<file path="src/rtl/nor_stat_pkg.sv">
// Package: controller states, command codes and status bit positions
// shared by the status model, its submodules and its checker.
package nor_stat_pkg;

    typedef enum logic [2:0] {
        ST_READ,
        ST_PROG,
        ST_ETIMER,
        ST_ERASE,
        ST_SUSP,
        ST_ERR,
        ST_ABORT
    } pe_state_e;

    typedef enum logic [2:0] {
        OP_PROG        = 3'd0,
        OP_BLK_ERASE   = 3'd1,
        OP_CHIP_ERASE  = 3'd2,
        OP_SUSPEND     = 3'd3,
        OP_RESUME      = 3'd4,
        OP_BUF_ABORT   = 3'd5,
        OP_ABORT_CLR   = 3'd6,
        OP_RESET       = 3'd7
    } pe_op_e;

    localparam int BIT_ERR = 5;
    localparam int BIT_TMR = 3;
    localparam int BIT_ALT = 2;
    localparam int BIT_ABT = 1;

endpackage

</file>
<file path="src/rtl/nor_pe_ctrl.sv">
// Program/erase controller for the status model.
// Does: decodes command strobes and sequences the program, the block
// selection window, the per-block erase walk, suspend, failure and abort.
// It drives write and erase strobes into the array, and it exposes its state
// and its erase and failure sets to the status read path.
// Assumes: NB is a power of two and at least 2, and commands that do not
// apply in the current state are ignored.
module nor_pe_ctrl
    import nor_stat_pkg::*;
#(
    parameter int NB        = 4,
    parameter int WPB       = 8,
    parameter int DW        = 8,
    parameter int TIMER_CYC = 8,
    parameter int ERASE_CYC = 16,
    parameter int PROG_CYC  = 4
) (
    input  logic                        clk,
    input  logic                        rst_n,
    input  logic                        cmd_valid,
    input  pe_op_e                      cmd_op,
    input  logic [$clog2(NB*WPB)-1:0]   cmd_addr,
    input  logic [DW-1:0]               cmd_data,
    input  logic [DW-1:0]               old_word,
    input  logic [NB-1:0]               prot_mask,
    input  logic [NB-1:0]               fault_inj,
    output pe_state_e                   state,
    output logic [NB-1:0]               erase_set,
    output logic [NB-1:0]               fail_mask,
    output logic                        prog_we,
    output logic [$clog2(NB*WPB)-1:0]   prog_addr,
    output logic [DW-1:0]               prog_data,
    output logic                        ers_we,
    output logic [$clog2(NB)-1:0]       ers_blk
);
    localparam int AW   = $clog2(NB * WPB);
    localparam int BW   = $clog2(NB);
    localparam int MAX1 = (TIMER_CYC > ERASE_CYC) ? TIMER_CYC : ERASE_CYC;
    localparam int MAXC = (MAX1 > PROG_CYC) ? MAX1 : PROG_CYC;
    localparam int CW   = $clog2(MAXC + 1);

    logic [CW-1:0]  cnt;
    logic [BW-1:0]  blk_ptr;
    logic           prog_bad;
    logic [NB-1:0]  sel_1h;
    logic [NB-1:0]  fail_nxt;
    logic           blk_done;
    logic           blk_last;
    logic           susp_req;

    // Decode the addressed block and the per-block erase step condition.
    always_comb begin
        sel_1h   = NB'(1) << cmd_addr[AW-1 -: BW];
        susp_req = cmd_valid && cmd_op == OP_SUSPEND;
        blk_done = !erase_set[blk_ptr] || cnt == '0;
        blk_last = blk_ptr == BW'(NB - 1);
        fail_nxt = fail_mask |
                   ((NB'(1) << blk_ptr) & {NB{erase_set[blk_ptr] & fault_inj[blk_ptr]}});
    end

    // Strobes into the array.
    always_comb begin
        prog_we = state == ST_PROG && cnt == '0;
        ers_we  = state == ST_ERASE && !susp_req && cnt == '0 &&
                  erase_set[blk_ptr] && !fault_inj[blk_ptr];
        ers_blk = blk_ptr;
    end

    // Controller state machine with its shared cycle counter.
    always_ff @(posedge clk) begin
        if (!rst_n) begin
            state     <= ST_READ;
            cnt       <= '0;
            blk_ptr   <= '0;
            erase_set <= '0;
            fail_mask <= '0;
            prog_addr <= '0;
            prog_data <= '0;
            prog_bad  <= 1'b0;
        end else begin
            case (state)
                ST_READ: begin
                    if (cmd_valid) begin
                        case (cmd_op)
                            OP_PROG: begin
                                state     <= ST_PROG;
                                cnt       <= CW'(PROG_CYC - 1);
                                prog_addr <= cmd_addr;
                                prog_data <= cmd_data;
                                prog_bad  <= |(cmd_data & ~old_word);
                            end
                            OP_BLK_ERASE: begin
                                state     <= ST_ETIMER;
                                cnt       <= CW'(TIMER_CYC - 1);
                                erase_set <= sel_1h & ~prot_mask;
                                fail_mask <= '0;
                            end
                            OP_CHIP_ERASE: begin
                                state     <= ST_ERASE;
                                cnt       <= CW'(ERASE_CYC - 1);
                                blk_ptr   <= '0;
                                erase_set <= ~prot_mask;
                                fail_mask <= '0;
                            end
                            OP_BUF_ABORT: state <= ST_ABORT;
                            default: ;
                        endcase
                    end
                end
                ST_PROG: begin
                    if (cnt == '0) begin
                        state     <= prog_bad ? ST_ERR : ST_READ;
                        fail_mask <= '0;
                    end else begin
                        cnt <= cnt - 1'b1;
                    end
                end
                ST_ETIMER: begin
                    if (cmd_valid && cmd_op == OP_BLK_ERASE) begin
                        erase_set <= erase_set | (sel_1h & ~prot_mask);
                        cnt       <= CW'(TIMER_CYC - 1);
                    end else if (cnt == '0) begin
                        state   <= ST_ERASE;
                        cnt     <= CW'(ERASE_CYC - 1);
                        blk_ptr <= '0;
                    end else begin
                        cnt <= cnt - 1'b1;
                    end
                end
                ST_ERASE: begin
                    if (susp_req) begin
                        state <= ST_SUSP;
                    end else if (blk_done) begin
                        fail_mask <= fail_nxt;
                        cnt       <= CW'(ERASE_CYC - 1);
                        if (blk_last) begin
                            state <= (|fail_nxt) ? ST_ERR : ST_READ;
                        end else begin
                            blk_ptr <= blk_ptr + 1'b1;
                        end
                    end else begin
                        cnt <= cnt - 1'b1;
                    end
                end
                ST_SUSP: begin
                    if (cmd_valid && cmd_op == OP_RESUME) state <= ST_ERASE;
                end
                ST_ERR: begin
                    if (cmd_valid && cmd_op == OP_RESET) begin
                        state     <= ST_READ;
                        fail_mask <= '0;
                    end
                end
                ST_ABORT: begin
                    if (cmd_valid && cmd_op == OP_ABORT_CLR) state <= ST_READ;
                end
                default: state <= ST_READ;
            endcase
        end
    end
endmodule

</file>
<file path="config.mk">
export PLATFORM = sky130hd
export DESIGN_NAME = nor_pe_ctrl
export DESIGN_NICKNAME = d
export VERILOG_FILES = /design/src/rtl/nor_stat_pkg.sv /design/src/rtl/nor_pe_ctrl.sv
export SDC_FILE = /design/constraint.sdc
export NUM_CORES = 1
export LEC_CHECK = 0
export BUFFER_PORTS_ARGS = -buffer_cell sky130_fd_sc_hd__buf_2
export CAP_MARGIN = 10
export CORE_MARGIN = 4
export CORE_UTILIZATION = 53
export CTS_BUF_LIST = sky130_fd_sc_hd__clkbuf_8
export DETAILED_ROUTE_END_ITERATION = 16
export GPL_TIMING_DRIVEN = 0
export PLACE_DENSITY = 0.82
export SLEW_MARGIN = 20
export SYNTH_ARGS = -nofsm -noshare
export SYNTH_HDL_FRONTEND = slang
export SYNTH_SLANG_ARGS = --single-unit
</file>
<file path="constraint.sdc">
create_clock -name clk -period 2.5 [get_ports clk]
set_input_delay 0.625 -clock clk [delete_from_list [all_inputs] [get_ports clk]]
set_output_delay 0.625 -clock clk [all_outputs]
set_load 0.005 [all_outputs]
</file>
# Word level (Yosys, flattened, before mapping)
# Index checks and enable logic that the tools add are counted.
# word_totals
reg_bits	32
latchBits	0
ram_bits	0
romBits	0
out_inout_bits	28
memories	0
# classes
add_sub_neg	2
n_mul	0
div_mod_pow	0
n_lt_le_gt_ge	1
eq_ne	33
shift	2
muxes	45
bitwise	8
reduce_logical	30
# op_table
cell	n
two-way mux 3 bit	12
two-way mux 4 bit	8
two-way mux 5 bit	6
!= test 2 bit, second input constant	12
== test 3 bit, second input constant	7
one-hot mux 3 bit (7 select lines)	1
one-hot mux 5 bit (4 select lines)	1
one-hot mux 4 bit (2 select lines)	2
one-hot mux 4 bit (4 select lines)	1
one-hot mux 5 bit (3 select lines)	1
two-way mux 2 bit	7
== test 3 x 2 -> 1 bit, second input constant	4
one-hot mux 3 bit (4 select lines)	1
logical AND 1 bit	10
AND reduction 10 bit	1
bitwise AND 4 bit	2
bitwise AND 8 bit	1
inverter 8 bit	1
OR 4 bit	2
AND reduction 8 bit	1
nonzero test 4 bit	2
OR reduction 8 bit	1
left shift 1 x 2 -> 4 bit, first input constant	2
AND reduction 7 bit	1
other kinds (26)	34

# Depth between registers and ports, before layout
# logic_depth
ltp_word	11
ltp_mapped	8
depth_no_buf	7

# Worst setup path after synthesis
# Ideal clock, no wire load.
# synth_path
path_type	input-to-reg
start	in cmd_op[2]
end	reg cnt[1]
setup_time_ps	119
t_arrival_ps	1948
t_required_ps	2381
path_slack_ps	433
cell_stages	6
path_buffers	2
path_cell_list	clkbuf_1 nand4b_1 o311a_1 and3b_1 clkbuf_1 o221a_2
# synth_via
elab_chain_cells	4
word_cells_on_any_way	11
classes_between	eq/ne (5); mux (2); reduce/logical (4)
# synth_lines
element	line_no	text
start: declaration	nor_pe_ctrl.sv:21	input pe_op_e cmd_op,
== test 3 x 1 -> 1 bit / == test 3 x 2 -> 1 bit (equally long branches)	nor_pe_ctrl.sv:84, nor_pe_ctrl.sv:119, nor_pe_ctrl.sv:54	
logical AND 1 bit (on tied branches)	nor_pe_ctrl.sv:119, nor_pe_ctrl.sv:54	
two-way mux 5 bit / != test 2 bit (equally long branches)	-	
one-hot mux 5 bit (4 select lines) / AND reduction 5 bit (equally long branches)	-	
end signal: assignment	nor_pe_ctrl.sv:87	cnt <= CW'(PROG_CYC - 1);
end signal: assignment	nor_pe_ctrl.sv:121	cnt <= CW'(TIMER_CYC - 1);
end signal: assignment	nor_pe_ctrl.sv:124	cnt <= CW'(ERASE_CYC - 1);
end: declaration	nor_pe_ctrl.sv:42	logic [CW-1:0] cnt;
# Several ways; a longest one is shown, not always the timed one.
# A chain may end at the register's enable or synchronous reset.

# Worst setup path after layout
# layout_path
start	reg blk_ptr[0] (netlist: ers_blk[0])
end	out ers_we
# layout_via
elab_chain_cells	4
word_cells_on_any_way	7
classes_between	mux (4); reduce/logical (3)
# layout_lines
element	line_no	text
start: declaration	nor_pe_ctrl.sv:43	logic [BW-1:0] blk_ptr;
start signal: assignment	nor_pe_ctrl.sv:139	blk_ptr <= blk_ptr + 1'b1;
binary-select mux 1 bit (select 2 bit)	nor_pe_ctrl.sv:65	erase_set[blk_ptr] && !fault_inj[blk_ptr];
two-way mux 1 bit (implied by the code)	nor_pe_ctrl.sv:65	
logical AND 1 bit / logical NOT 1 bit (equally long branches)	nor_pe_ctrl.sv:64, nor_pe_ctrl.sv:65	
logical AND 1 bit *	nor_pe_ctrl.sv:65	
end: declaration	nor_pe_ctrl.sv:33	output logic ers_we,
# Mark *: on every way between the ends. The rest lies on a longest branch, timed or not. The select of a mux whose other input is x is not followed.

==> flow_summary_export.csv <==
group,metric,value,unit
synthesis,synth_area_leaders,"dfxtp_1 32%, nor2b_1 4.9%, mux2i_1 3.9%",
clock_network,cts_max_level,2,
clock_network,root_buffer,"clkbuf_8",
timing,setup_viol,0,
power_and_ir_drop,power_leakage,1.15,nW
cells_and_area,fillerInstances,328,
place,place_ws,0.00236,ns
synthesis,synth_edf_count,0,
timing,worst_pin_slew,0.725,ns
clock_network,cts_buffers,5,
worst_setup_path,end_kind,"primary output",
worst_setup_path,worst-endpoint-arrival,1.74,ns
grt,grt_pass1_vias,1995,
synthesis,yosys.area.top_type_share,31.5,%
timing,clock_skew,0.00326,ns
floorplan,rows,22,
floorplan,die_area,4890,sq um
grt,antenna_found_initial,0,
synthesis,synth_flop_cell,"dfxtp_1",
min_path,hold_class,"reg -> reg",
worst_setup_path,critPathLaunchType,"flip-flop",
timing,maxSlewHeadroom,51.6,%
timing,fin_crit_sh,94.7,%
cells_and_area,seq_area,641,sq um
cells_and_area,area_delta_synth_final,24.4,%
place,gp_congestion,0.934,
timing,max_freq,422,MHz
cells_and_area,num-nets-final,360,
place,hpwl,4.13,mm
power_and_ir_drop,vdd.ir_drop.worst,0.000412,V
run_status,status,"finished clean",
timing,fin_tns_setup,0,ns
synthesis,syn_area,2030,sq um
timing,maxSlewViolCount,0,
grt,grt_util_all_layers,22.4,%
synthesis,synth_seq_cells,32,
route,vias,2150,
route,ant_nets,0,
cells_and_area,n_antenna_cell,0,
route,wl,5.60,mm
worst_setup_path,critical_path_class,"reg -> out",
route,drc,0,
synthesis,yosysWarnings,0,
cells_and_area,drive_gt1_share,27.1,%
power_and_ir_drop,finalPower,1.89,mW
grt,grt_max_degree,11,
grt,grt_overflow,0,
floorplan,ios,63,
place,io_buffers,61,
route,drtIter0Drc,259,
synthesis,synthArstFlopShare,0,%
grt,grt_pass1_wl,8.97,mm
clock_network,tritoncts,"done",
power_and_ir_drop,powerDensity,748,nW/um^2
synthesis,synth_cells,251,
floorplan,start_util,55.1,%
floorplan,fp.coreArea,3690,sq um
timing,finalWorstSetupSlack,0.132,ns
clock_network,cts.clk_slew.worst_paths,0.07,ns
synthesis,ys_types,53,
clock_network,clkLatencyLatePin,0.29,ns
worst_setup_path,path_max_fanout,8,
route,via_per_inst,5.83,
floorplan,die_y,69.9,microns
worst_setup_path,cp.required,1.88,ns
timing,period_minus_slack,2.37,ns
synthesis,synth_area_leader_cell,"dfxtp_1",
synthesis,avgSynthCellArea,8.10,sq um
clock_network,cts.sinks,32,
clock_network,cts_buffer_depth,2,
synthesis,synthesis.nets,291,
floorplan,die_w,69.9,microns
timing,finalHoldViolCount,0,
route,firstDrtPassIters,5,
job,maxCapViolCount,0,
synthesis,yosysSeqAreaShare,31.5,%
route,wl_per_cell,15.2,microns
clock_network,holdBufCountCts,0,
cells_and_area,multi_input_area,1290,sq um
[cell families (layout without fill, tap and decap cells)]
kind of cell	Yosys count	count (layout)	synth area share (%)
AO/OA/AOI/OAI	67	67	22.9
XOR/XNOR	3	3	1.29
adder cells (fa/ha/maj)	5	5	3.08
buffers and inverters	30	100	5.97
flip-flops	32	32	31.5
multiplexers	10	10	6.15
AND/OR/NAND/NOR	104	104	29.1
[area by class of cell]
type,instances,share of cell area (%)
multi-input combinational,189,50.9
sequential,32,25.3
timing repair buffer,62,12.4
clock buffer,5,2.72
buffer,15,2.57
tap,48,2.38
inverter,15,2.23
clock inverter,3,1.53
[where the power goes]
part / internal (mW) / switching (mW)
sequential: 0.564 / 0.0618
clock: 0.291 / 0.197
combinational: 0.349 / 0.429
[cells in the final DEF, fill, tap and decap left out, drive strengths merged, types with 5 or more instances in the layout]
| cell type | instances |
|---|---|
| buf | 70 |
| dfxtp | 32 |
| nor2 | 19 |
| nand2 | 19 |
| inv | 16 |
| nor2b | 16 |
| o21ai | 16 |
| a21oi | 15 |
| clkbuf | 12 |
| nor3 | 9 |
| mux2i | 8 |
| nor3b | 6 |
| and2 | 6 |
| nand2b | 5 |
| ha | 5 |
[critical path, cell delays in order, from the launching register on]
cell and delay [ns]:
dfxtp_1 0.51, mux4_2 0.58, nor3_1 0.21, buf_2 0.15
[timing repair]
action / CTS / global route
gates cloned: 0 / 0
endpoints found under the setup margin: 1 / 1
setup buffers: 0 / 1
resized for setup: 1 / 1
[Yosys cell counts, types with 5 or more instances]
master / n
o21ai_0: 15
buf_2: 7
nor3b_1: 6
nor3_1: 9
dfxtp_1: 32
nor2b_1: 16
mux2i_1: 8
nand2_1: 18
nand2b_1: 5
inv_1: 15
and2_1: 6
ha_1: 5
nor2_1: 19
clkbuf_1: 7
a21oi_1: 15
[metrics by stage]
step / instances / instance area (sq um) / hold WS, ns / utilization, %
after floorplan: 251 / 2030 / 0.442 / -
after global placement: 360 / 2400 / 0.464 / 65.0
after detailed placement: 360 / 2400 / 0.471 / 65.0
after CTS: 368 / 2510 / 0.491 / 68.1
after global routing: 369 / 2530 / 0.543 / 68.6
final: 369 / 2530 / 0.511 / 68.6
[metal layers]
layer	routed length (microns)	share of wire (%)	track usage, %	vias up
met1	2320	41	29.2	967
li1	-	-	-	1046
met5	0	0	0	-
met2	2610	47	34.7	116
met3	495	8.8	5.04	21
met4	176	3.1	11.3	0
[path summary, 6_finish.rpt]
check	startpoint	cells past startpoint	slack, ns	endpoint
worst max-delay path	ers_blk[0]$_SDFFE_PN0P_	3	0.13	ers_we
worst min-delay path	prog_addr[3]$_SDFFE_PN0P_	2	0.51	prog_addr[3]$_SDFFE_PN0P_
worst max register to register	cnt[0]$_SDFFE_PN0P_	7	0.27	fail_mask[3]$_SDFFE_PN0P_
worst min register to register	prog_addr[3]$_SDFFE_PN0P_	2	0.51	prog_addr[3]$_SDFFE_PN0P_
[registers in the layout (all words and copies together), names as in the netlist]
| signal | cells |
|---|---|
| prog_addr | 5 |
| state | 3 |
| prog_bad | 1 |
| cnt | 5 |
| ers_blk | 2 |
| fail_mask | 4 |
| prog_data | 8 |
| erase_set | 4 |
(Power assumes the default switching activity.)
